`src/rtl/rowhit_pkg.sv`:
```
package rowhit_pkg;
    typedef enum logic [2:0] {
        CMD_NONE = 3'd0,
        CMD_PRE  = 3'd1,
        CMD_ACT  = 3'd2,
        CMD_RD   = 3'd3,
        CMD_WR   = 3'd4
    } cmd_kind_e;
endpackage

```
`src/rtl/rowhit_queue.sv`:
```
// Arrival-ordered request store: entries stay packed at the low end, slot 0 is oldest.
module rowhit_queue #(
    parameter int DEPTH = 4,
    parameter int EW    = 20,
    localparam int IDX_W = $clog2(DEPTH),
    localparam int CNT_W = $clog2(DEPTH + 1)
) (
    input  logic                      clk,
    input  logic                      rst_n,
    input  logic                      push,
    input  logic [EW-1:0]             push_ent,
    input  logic                      pop,
    input  logic [IDX_W-1:0]          pop_idx,
    output logic [DEPTH-1:0][EW-1:0]  ent,
    output logic [DEPTH-1:0]          valid,
    output logic [CNT_W-1:0]          count,
    output logic                      full
);
    logic [DEPTH-1:0][EW-1:0] n_ent;
    logic [DEPTH-1:0]         n_valid;
    logic [CNT_W-1:0]         n_count;
    logic [CNT_W-1:0]         base;

    always_comb begin
        n_ent   = ent;
        n_valid = valid;
        if (pop) begin
            for (int i = 0; i < DEPTH; i++) begin
                if (i >= int'(pop_idx)) begin
                    if (i < DEPTH - 1) begin
                        n_ent[i]   = ent[(i + 1) % DEPTH];
                        n_valid[i] = valid[(i + 1) % DEPTH];
                    end else begin
                        n_valid[i] = 1'b0;
                    end
                end
            end
        end
        base = count - CNT_W'(pop);
        if (push) begin
            for (int i = 0; i < DEPTH; i++) begin
                if (CNT_W'(i) == base) begin
                    n_ent[i]   = push_ent;
                    n_valid[i] = 1'b1;
                end
            end
        end
        n_count = base + CNT_W'(push);
    end

    always_ff @(posedge clk or negedge rst_n) begin
        if (!rst_n) begin
            ent   <= '0;
            valid <= '0;
            count <= '0;
        end else begin
            ent   <= n_ent;
            valid <= n_valid;
            count <= n_count;
        end
    end

    assign full = (count == CNT_W'(DEPTH));
endmodule

```
`src/rtl/rowhit_bank.sv`:
```
// One bank: open/closed state machine, open row register and post-command block counter.
module rowhit_bank #(
    parameter int ROW_W = 8,
    parameter int GAP_W = 4
) (
    input  logic             clk,
    input  logic             rst_n,
    input  logic             issue_pre,
    input  logic             issue_act,
    input  logic             issue_col,
    input  logic [ROW_W-1:0] act_row,
    input  logic [GAP_W-1:0] gap,
    output logic             is_open,
    output logic [ROW_W-1:0] open_row,
    output logic             busy
);
    typedef enum logic {BK_CLOSED, BK_OPEN} bank_state_e;
    bank_state_e state, state_nxt;
    logic [GAP_W-1:0] hold_cnt;

    always_ff @(posedge clk or negedge rst_n) begin
        if (!rst_n) state <= BK_CLOSED;
        else        state <= state_nxt;
    end

    always_comb begin
        state_nxt = state;
        unique case (state)
            BK_CLOSED: if (issue_act) state_nxt = BK_OPEN;
            BK_OPEN:   if (issue_pre) state_nxt = BK_CLOSED;
        endcase
    end

    always_ff @(posedge clk or negedge rst_n) begin
        if (!rst_n) begin
            open_row <= '0;
            hold_cnt <= '0;
        end else begin
            if (issue_act) open_row <= act_row;
            if (issue_pre || issue_act || issue_col) hold_cnt <= gap;
            else if (hold_cnt != '0)                 hold_cnt <= hold_cnt - 1'b1;
        end
    end

    always_comb begin
        is_open = (state == BK_OPEN);
        busy    = (hold_cnt != '0);
    end
endmodule

```
`src/rtl/rowhit_pick.sv`:
```
// Two-level choice: lowest-slot eligible hit, else lowest-slot eligible request.
module rowhit_pick #(
    parameter int DEPTH  = 4,
    parameter int NBANK  = 4,
    parameter int ROW_W  = 8,
    localparam int BANK_W = $clog2(NBANK),
    localparam int IDX_W  = $clog2(DEPTH)
) (
    input  logic [DEPTH-1:0]             valid,
    input  logic [DEPTH-1:0][BANK_W-1:0] e_bank,
    input  logic [DEPTH-1:0][ROW_W-1:0]  e_row,
    input  logic [NBANK-1:0]             bank_open,
    input  logic [NBANK-1:0][ROW_W-1:0]  bank_row,
    input  logic [NBANK-1:0]             bank_busy,
    output logic                         found,
    output logic [IDX_W-1:0]             sel_idx,
    output logic                         sel_hit
);
    logic [DEPTH-1:0] elig, hit;

    generate
        for (genvar g = 0; g < DEPTH; g++) begin : g_cls
            assign elig[g] = valid[g] && !bank_busy[e_bank[g]];
            assign hit[g]  = elig[g] && bank_open[e_bank[g]] &&
                             (bank_row[e_bank[g]] == e_row[g]);
        end
    endgenerate

    logic             hit_any, elig_any;
    logic [IDX_W-1:0] hit_idx, elig_idx;

    always_comb begin
        hit_any  = 1'b0;
        elig_any = 1'b0;
        hit_idx  = '0;
        elig_idx = '0;
        for (int i = DEPTH - 1; i >= 0; i--) begin
            if (hit[i]) begin
                hit_any = 1'b1;
                hit_idx = IDX_W'(i);
            end
            if (elig[i]) begin
                elig_any = 1'b1;
                elig_idx = IDX_W'(i);
            end
        end
        found   = elig_any;
        sel_hit = hit_any;
        sel_idx = hit_any ? hit_idx : elig_idx;
    end
endmodule

```
`src/rtl/rowhit_sched.sv`:
```
module rowhit_sched #(
    parameter int DEPTH  = 4,
    parameter int NBANK  = 4,
    parameter int ROW_W  = 8,
    parameter int COL_W  = 6,
    parameter int CORE_W = 2,
    parameter int GAP_W  = 4,
    localparam int BANK_W = $clog2(NBANK)
) (
    input  logic              clk,
    input  logic              rst_n,
    input  logic [GAP_W-1:0]  gap_cycles,
    input  logic              req_valid,
    output logic              req_ready,
    input  logic [CORE_W-1:0] req_core,
    input  logic [BANK_W-1:0] req_bank,
    input  logic [ROW_W-1:0]  req_row,
    input  logic [COL_W-1:0]  req_col,
    input  logic              req_wr,
    output logic              cmd_valid,
    output logic [2:0]        cmd_kind,
    output logic [BANK_W-1:0] cmd_bank,
    output logic [ROW_W-1:0]  cmd_row,
    output logic [COL_W-1:0]  cmd_col,
    output logic [CORE_W-1:0] cmd_core
);
    import rowhit_pkg::*;

    localparam int IDX_W   = $clog2(DEPTH);
    localparam int CNT_W   = $clog2(DEPTH + 1);
    localparam int COL_LO  = 1;
    localparam int ROW_LO  = COL_LO + COL_W;
    localparam int BANK_LO = ROW_LO + ROW_W;
    localparam int CORE_LO = BANK_LO + BANK_W;
    localparam int EW      = CORE_LO + CORE_W;

    logic [DEPTH-1:0][EW-1:0]     q_ent;
    logic [DEPTH-1:0]             q_valid;
    logic [CNT_W-1:0]             q_count;
    logic                         q_full;
    logic [DEPTH-1:0][BANK_W-1:0] e_bank;
    logic [DEPTH-1:0][ROW_W-1:0]  e_row;
    logic [NBANK-1:0]             bank_open, bank_busy;
    logic [NBANK-1:0][ROW_W-1:0]  bank_row;
    logic                         found, sel_hit, pop;
    logic [IDX_W-1:0]             sel_idx;
    logic [EW-1:0]                sel_ent;
    cmd_kind_e                    nxt_kind;

    assign req_ready = !q_full;

    rowhit_queue #(.DEPTH(DEPTH), .EW(EW)) u_queue (
        .clk(clk), .rst_n(rst_n),
        .push(req_valid && req_ready),
        .push_ent({req_core, req_bank, req_row, req_col, req_wr}),
        .pop(pop), .pop_idx(sel_idx),
        .ent(q_ent), .valid(q_valid), .count(q_count), .full(q_full)
    );

    generate
        for (genvar g = 0; g < DEPTH; g++) begin : g_fld
            assign e_bank[g] = q_ent[g][BANK_LO +: BANK_W];
            assign e_row[g]  = q_ent[g][ROW_LO +: ROW_W];
        end
    endgenerate

    rowhit_pick #(.DEPTH(DEPTH), .NBANK(NBANK), .ROW_W(ROW_W)) u_pick (
        .valid(q_valid), .e_bank(e_bank), .e_row(e_row),
        .bank_open(bank_open), .bank_row(bank_row), .bank_busy(bank_busy),
        .found(found), .sel_idx(sel_idx), .sel_hit(sel_hit)
    );

    assign sel_ent = q_ent[sel_idx];

    always_comb begin
        pop      = 1'b0;
        nxt_kind = CMD_NONE;
        if (found) begin
            if (sel_hit) begin
                nxt_kind = sel_ent[0] ? CMD_WR : CMD_RD;
                pop      = 1'b1;
            end else if (bank_open[sel_ent[BANK_LO +: BANK_W]]) begin
                nxt_kind = CMD_PRE;
            end else begin
                nxt_kind = CMD_ACT;
            end
        end
    end

    generate
        for (genvar b = 0; b < NBANK; b++) begin : g_bank
            logic here;
            assign here = (sel_ent[BANK_LO +: BANK_W] == BANK_W'(b));
            rowhit_bank #(.ROW_W(ROW_W), .GAP_W(GAP_W)) u_bank (
                .clk(clk), .rst_n(rst_n),
                .issue_pre(here && nxt_kind == CMD_PRE),
                .issue_act(here && nxt_kind == CMD_ACT),
                .issue_col(here && pop),
                .act_row(sel_ent[ROW_LO +: ROW_W]),
                .gap(gap_cycles),
                .is_open(bank_open[b]), .open_row(bank_row[b]), .busy(bank_busy[b])
            );
        end
    endgenerate

    always_ff @(posedge clk or negedge rst_n) begin
        if (!rst_n) begin
            cmd_valid <= 1'b0;
            cmd_kind  <= CMD_NONE;
            cmd_bank  <= '0;
            cmd_row   <= '0;
            cmd_col   <= '0;
            cmd_core  <= '0;
        end else begin
            cmd_valid <= found;
            cmd_kind  <= nxt_kind;
            cmd_bank  <= sel_ent[BANK_LO +: BANK_W];
            cmd_row   <= sel_ent[ROW_LO +: ROW_W];
            cmd_col   <= sel_ent[COL_LO +: COL_W];
            cmd_core  <= sel_ent[CORE_LO +: CORE_W];
        end
    end
endmodule

```
`config.mk`:
```
export PLATFORM = sky130hd
export DESIGN_NAME = rowhit_sched
export DESIGN_NICKNAME = d
export VERILOG_FILES = /design/src/rtl/rowhit_pkg.sv /design/src/rtl/rowhit_queue.sv /design/src/rtl/rowhit_bank.sv /design/src/rtl/rowhit_pick.sv /design/src/rtl/rowhit_sched.sv
export SDC_FILE = /design/constraint.sdc
export NUM_CORES = 1
export LEC_CHECK = 0
export ABC_AREA = 1
export BUFFER_PORTS_ARGS = -buffer_cell sky130_fd_sc_hd__buf_2
export CORE_AREA = 2 2 170 172
export CTS_CLUSTER_SIZE = 14
export DETAILED_ROUTE_END_ITERATION = 8
export DIE_AREA = 0 0 172 174
export GPL_ROUTABILITY_DRIVEN = 1
export GPL_TIMING_DRIVEN = 1
export PLACE_DENSITY = 0.61
export SKIP_LAST_GASP = 1
export SLEW_MARGIN = 20
export SYNTH_ARGS = -nofsm -noshare
export SYNTH_HDL_FRONTEND = slang
export SYNTH_SLANG_ARGS = --single-unit
```
`constraint.sdc`:
```
create_clock -name clk -period 3 [get_ports clk]
set_input_delay 0.9 -clock clk [delete_from_list [all_inputs] [get_ports clk]]
set_output_delay 0.9 -clock clk [all_outputs]
set_load 0.01 [all_outputs]
```
**Yosys cells after proc, flatten, opt, wreduce, memory -nomap -nowiden**

Cells that the tools add are included.

- Equality and inequality tests: 13
- Mux-type cells: 88
- Bitwise operators: 4
- Magnitude comparators: 9
- Reductions and logical operators: 49
- $add $sub $neg: 6

Operator list:

| kind | count |
|---|---|
| 2-to-1 mux 19 bit | 7 |
| 2-to-1 mux 57 bit | 2 |
| binary-select mux 8 bit (select 2 bit) | 4 |
| 2-to-1 mux 4 bit | 10 |
| binary-select mux 19 bit (select 2 bit) | 1 |
| 2-to-1 mux 1 bit | 34 |
| equality test 8 bit | 4 |
| 2-to-1 mux 8 bit | 4 |
| logical AND 1 bit | 25 |
| 2-to-1 mux 2 bit | 10 |
| binary-select mux 1 bit (select 2 bit) | 9 |
| less-than comparator 2 x 3 -> 1 bit, second input constant | 6 |
| nonzero test 4 bit | 4 |
| subtractor 4 x 1 -> 4 bit, second input constant | 4 |
| 2-to-1 mux 3 bit | 3 |
| logical OR 1 bit | 8 |
| case mux 1 bit (2 select lines) | 4 |
| nonzero test 2 bit | 4 |
| equality test 2 x 3 -> 1 bit, first input constant | 2 |
| zero test 1 bit | 5 |
| equality test 2 bit, second input constant | 2 |
| >= comparator 1 x 2 -> 1 bit, first input constant | 2 |
| NOT 1 bit | 4 |
| adder 3 x 1 -> 3 bit | 1 |
| other kinds (10) | 10 |

- Input bits: 26
- Word-level logic and storage cells: 193
- Register bits after elaboration: 157
- Output and inout port bits: 23

**Logic depth before layout (Yosys ltp)**

- Depth in word-level cells: 24
- Gate-level depth with buffers: 26
- Mapped depth without buffers: 25

**Cells and area by module**

From an unflattened synthesis, not the netlist that was laid out.

- Cell total of the unflattened synthesis: 1510
- Area total of the unflattened synthesis: 10502.6 um^2

Modules (own cells, without submodules):

| module | area each (um^2) | cells an instance | instances | seq. area each (um^2) |
|---|---|---|---|---|
| rowhit_queue | 4250.3 | 524 | 1 | 2077.0 |
| rowhit_bank | 713.2 | 84 | 4 | 325.3 |
| rowhit_pick | 2004.4 | 462 | 1 | 0.0 |
| rowhit_sched | 1395.1 | 188 | 1 | 550.5 |

**Least setup slack after synthesis**

No wires, ideal clock.

- Path type: register to register
- Start point: register g_bank[0].u_bank.hold_cnt[0]
- End point: register u_queue.ent[5] in the netlist's numbering
- Setup slack: -0.214 ns
- Required time: 2.936 ns
- Setup time: 0.064 ns
- Buffers on the path: 1
- Stages on the path, launching flop included: 24
- Period minus slack after synthesis: 3.214 ns
- Arrival: 3.150 ns
- Cells stage by stage: dfrtp_1 > inv_1 > ha_1 > nand3_1 > inv_1 > nand2_1 > nand3_1 > nand3_1 > nor2_1 > nand3_2 > nand2_4 > nor2_4 > inv_1 > ha_1 > ha_1 > xnor2_1 > and3_1 > nand2_1 > inv_1 > clkbuf_1 > a21oi_1 > o21ai_0 > o21ai_0 > inv_1

RTL lines:

| element | line | text |
|---|---|---|
| start: declaration | rowhit_bank.sv:19 | `logic [GAP_W-1:0] hold_cnt;` |
| start signal: assignment | rowhit_bank.sv:40 | `if (issue_pre \|\| issue_act \|\| issue_col) hold_cnt <= gap;` |
| start signal: assignment | rowhit_bank.sv:41 | `else if (hold_cnt != '0) hold_cnt <= hold_cnt - 1'b1;` |
| end signal: assignment | rowhit_queue.sv:57 | `ent <= n_ent;` |
| end: declaration | rowhit_queue.sv:14 | `output logic [DEPTH-1:0][EW-1:0] ent,` |

**Worst setup path in the final report**

- Start point: register u_queue.ent[72] in the netlist's numbering
- End point: register g_bank[3].u_bank.open_row[1]

- Cells in the longest elaborated chain, start to end: 20
- Elaborated cells between the ends (all ways): 39
- Those cells by class: 3 x eq/ne; 31 x mux; 5 x reduce/logical

Ends and longest elaborated chain:

| element | line | text |
|---|---|---|
| branches (longest 20 deep; another with binary-select mux 19 bit (select 2 bit)) | n/a |  |
| end signal: assignment | rowhit_bank.sv:39 | `if (issue_act) open_row <= act_row;` |
| end: declaration | rowhit_bank.sv:14 | `output logic [ROW_W-1:0] open_row,` |

Several ways; the timed one is not identified. The select of a mux whose other input is x is not followed.
A chain may end at the register's enable or synchronous reset.

==> flow_summary.ini <==
[worst_setup_path]
crit_type = reg2reg
crit-reg2reg-launch = u_queue.ent[72]
cp_data_arrival_time_ps = 3510
crit_path_end_kind = flip-flop
worstRegToRegCells = 25
timing.critical_path.required_ps = 3330
startpoint_type = flip-flop
critPathLaunch = u_queue.ent[72]
crit_path_max_fo = 8

[clock_tree]
clock_tree.buffer_depth = 2
clockRootBuffer = sky130_fd_sc_hd__clkbuf_16
cts_tree = built
clkTransAtPathRegs_ps = 70
clock-sinks = 157
clock_network_latency_to_the_later_pin_of_the_worst_skew_pair_ps = 450
cts_max_level = 4
postCtsHoldBufs = 0
number_of_clock_buffers_inserted_by_tritoncts = 17

[grt]
globalRoute.totalOverflow = 0
grt_antenna_before_repair = 0
track_usage_pct = 23.5
wire_length_of_the_first_global_routing_pass_um = 53700
grt_pass1_vias = 9429
grt_max_degree = 58

[sta]
setup_violations = 125
final_hold_slack_ps = 437
period_share_pct = 106
fmaxAchievable_mhz = 315
timing_hold_violations_final = 0
timing.final.crit_period_ps = 3170
max-slew-margin-rel_pct = 58.4
worst_slack_ps = -175
fin_skew_ps = 16.2
slew_at_the_pin_closest_to_its_max_slew_limit_ps = 624
finalMaxSlewViolations = 0
grt_setup_unrepaired = true

[yosys]
syn-mean-instance-area_um2 = 7.25
post-synth-top-area-cell = sky130_fd_sc_hd__dfrtp_1
synth-warning-count = 0
synthTopCellsByArea = sky130_fd_sc_hd__dfrtp_1 (40%), sky130_fd_sc_hd__nand2_1 (14%), sky130_fd_sc_hd__nand3_1 (7.5%), sky130_fd_sc_hd__inv_1 (7.0%), sky130_fd_sc_hd__o21ai_0 (4.6%)
post-synth-top-count-cell = sky130_fd_sc_hd__nand2_1
postSynth.asyncResetShare_pct = 100
synth_commonest_cells = sky130_fd_sc_hd__nand2_1 (372), sky130_fd_sc_hd__inv_1 (181), sky130_fd_sc_hd__dfrtp_1 (157)
post_synthesis_cell_type_count = 46
syn-cell-area_um2 = 9730
number_of_register_bits_inferred_by_synthesis = 157
seq_area_frac_synth_pct = 40.4
synthesized_net_count = 1381
ys_dominant_reg_cell = sky130_fd_sc_hd__dfrtp_1
synth_edf_count = 0
netlist_instances = 1343
yosys.area.top_type_share_pct = 40.4

[placed_design]
dpl-instance-area_um2 = 11800
dp_hpwl_um = 25500
port-buffer-count = 48
place.detailed.instances = 1901
post-place-ws_ps = -301
place_congestion = 0.989

[route]
route.vias.total = 10146
drt_wl_total_um = 35300
dr.max_layer_used = met4
drt-vias-per-instance = 5.16
drt_iter0_drc = 1004
drtAntennaViolNets = 0
drt-met1-wl_um = 15600
metal2_wl_um = 16300
met3RoutedLength_um = 2360
post_drt_wl_per_cell_um = 17.9
post-route-drc-count = 0
drt_first_pass_iters = 5

[finish]
fraction_of_final_layout_cells_sized_beyond_drive_strength_1_pct = 28.0
finalInstanceArea_um2 = 13200
num_antenna_cells = 0
layout.cells.non_filler = 1965
nets = 1606
syn2layout_area_growth_pct = 35.3

[floorplan]
fp.dieH_um = 174
fp.dieArea_um2 = 29900
die_width_um = 172
floorplan.core_area_um2 = 28200
io_pins = 49
floorplan.initialDensity_pct = 34.5
std_cell_rows = 62

[status]
failing_checks = setup timing
run_status = complete, but fails checks

[hold_path]
hold_path.class = in2async

[job]
max-cap-violations = 0
[kinds of logic after synthesis]
group,count (synthesis),share of synthesized area (%)
DFF,157,40.4
buffers and inverters,257,11.0
adders and majority gates,12,1.54
AOI/OAI and AO/OA,249,14.6
xor gates and xnor gates,16,1.52
and+or+nand+nor,642,29.8
muxes,10,1.16
[area by class of cell]
class	count	area [µm²]
Inverter	197	757
Sequential cell	157	3930
Clock inverter	15	146
Clock buffer	17	425
Tap cell	384	480
Fill cell	2834	15100
Multi-Input combinational cell	929	5120
Timing Repair Buffer	266	2310
[placed cells by master (no fill, tap or decap), types with 8 or more instances in the layout]
master,netlist,layout
sky130_fd_sc_hd__o21ai_1,30,58
sky130_fd_sc_hd__nand2_2,4,28
sky130_fd_sc_hd__nor2_2,2,9
sky130_fd_sc_hd__nand3_1,146,126
sky130_fd_sc_hd__nand2_1,372,342
sky130_fd_sc_hd__mux2_2,10,10
sky130_fd_sc_hd__inv_1,181,177
sky130_fd_sc_hd__buf_2,19,48
sky130_fd_sc_hd__nor2_1,69,59
sky130_fd_sc_hd__inv_2,12,12
sky130_fd_sc_hd__o211ai_1,13,13
sky130_fd_sc_hd__o22ai_1,48,48
sky130_fd_sc_hd__nand3_2,6,23
sky130_fd_sc_hd__nand2_4,7,12
sky130_fd_sc_hd__nand4_1,17,17
sky130_fd_sc_hd__clkbuf_16,0,23
sky130_fd_sc_hd__ha_1,12,8
sky130_fd_sc_hd__dfrtp_1,157,157
sky130_fd_sc_hd__buf_4,2,179
sky130_fd_sc_hd__buf_6,9,11
sky130_fd_sc_hd__o21ai_0,90,61
sky130_fd_sc_hd__buf_12,0,21
sky130_fd_sc_hd__a21oi_1,41,34
[through the flow]
step | setup TNS [ps] | util (%)
2_1_floorplan | 0 | -
3_3_place_gp | -12330 | 41.7
3_5_place_dp | -19190 | 41.7
4_1_cts | -7860 | 44.4
5_1_grt | -31000 | 46.6
6_report | -9120 | 46.6
[state kept, by name, summed over array words and instances, names as in the netlist]
| signal | cells |
|---|---|
| u_queue.valid | 4 |
| u_queue.count | 3 |
| g_bank.u_bank.open_row | 32 |
| cmd_valid | 1 |
| cmd_kind | 3 |
| cmd_bank | 2 |
| g_bank.u_bank.hold_cnt | 16 |
| cmd_core | 2 |
| g_bank.u_bank.is_open | 4 |
| cmd_col | 6 |
| cmd_row | 8 |
| u_queue.ent | 76 |
[what timing repair did]
action / in CTS / in global routing
setup buffers: 6 / 17
resized for setup: 28 / 110
pin swaps: 11 / 32
setup endpoints to repair: 139 / 143
gates cloned: 1 / 8
[routing by layer]
metal,up-vias,GRT usage [%]
met1,4847,33.1
met5,-,0
li1,4840,-
met3,66,4.05
met2,393,36.6
met4,0,7.53
[critical path, cell delays in order, from the launching register on]
cell and delay, ps:
sky130_fd_sc_hd__dfrtp_1 440, sky130_fd_sc_hd__inv_4 140, sky130_fd_sc_hd__clkbuf_16 150, sky130_fd_sc_hd__nand2_1 40, sky130_fd_sc_hd__nand3_1 90, sky130_fd_sc_hd__nand2_1 130
sky130_fd_sc_hd__a21oi_1 180, sky130_fd_sc_hd__nand2_1 60, sky130_fd_sc_hd__nor2_1 90, sky130_fd_sc_hd__buf_4 110, sky130_fd_sc_hd__nand2_2 70, sky130_fd_sc_hd__nand2_2 80
sky130_fd_sc_hd__nor2_4 50, sky130_fd_sc_hd__buf_12 120, sky130_fd_sc_hd__nand2_8 80, sky130_fd_sc_hd__nand2_8 90, sky130_fd_sc_hd__nand2_4 100, sky130_fd_sc_hd__inv_4 30
sky130_fd_sc_hd__nand2_2 80, sky130_fd_sc_hd__nand3_4 100, sky130_fd_sc_hd__buf_4 150, sky130_fd_sc_hd__nand2_4 130, sky130_fd_sc_hd__nand4_4 180, sky130_fd_sc_hd__clkbuf_16 230
sky130_fd_sc_hd__nand2_4 50, sky130_fd_sc_hd__o21ai_1 60
[final timing paths]
check | end | slack [ps]
max | g_bank[3].u_bank.open_row[1] | -170
max reg2reg | g_bank[3].u_bank.open_row[1] | -170
max in group asynchronous | u_queue.ent[34] | 1920
min reg2reg | cmd_col[0] | 510
min in group clk | cmd_col[0] | 510
min | cmd_row[0] | 440
Power is not shown: default switching activity piles up to over one toggle a cycle in this logic, so the estimate is an artifact.
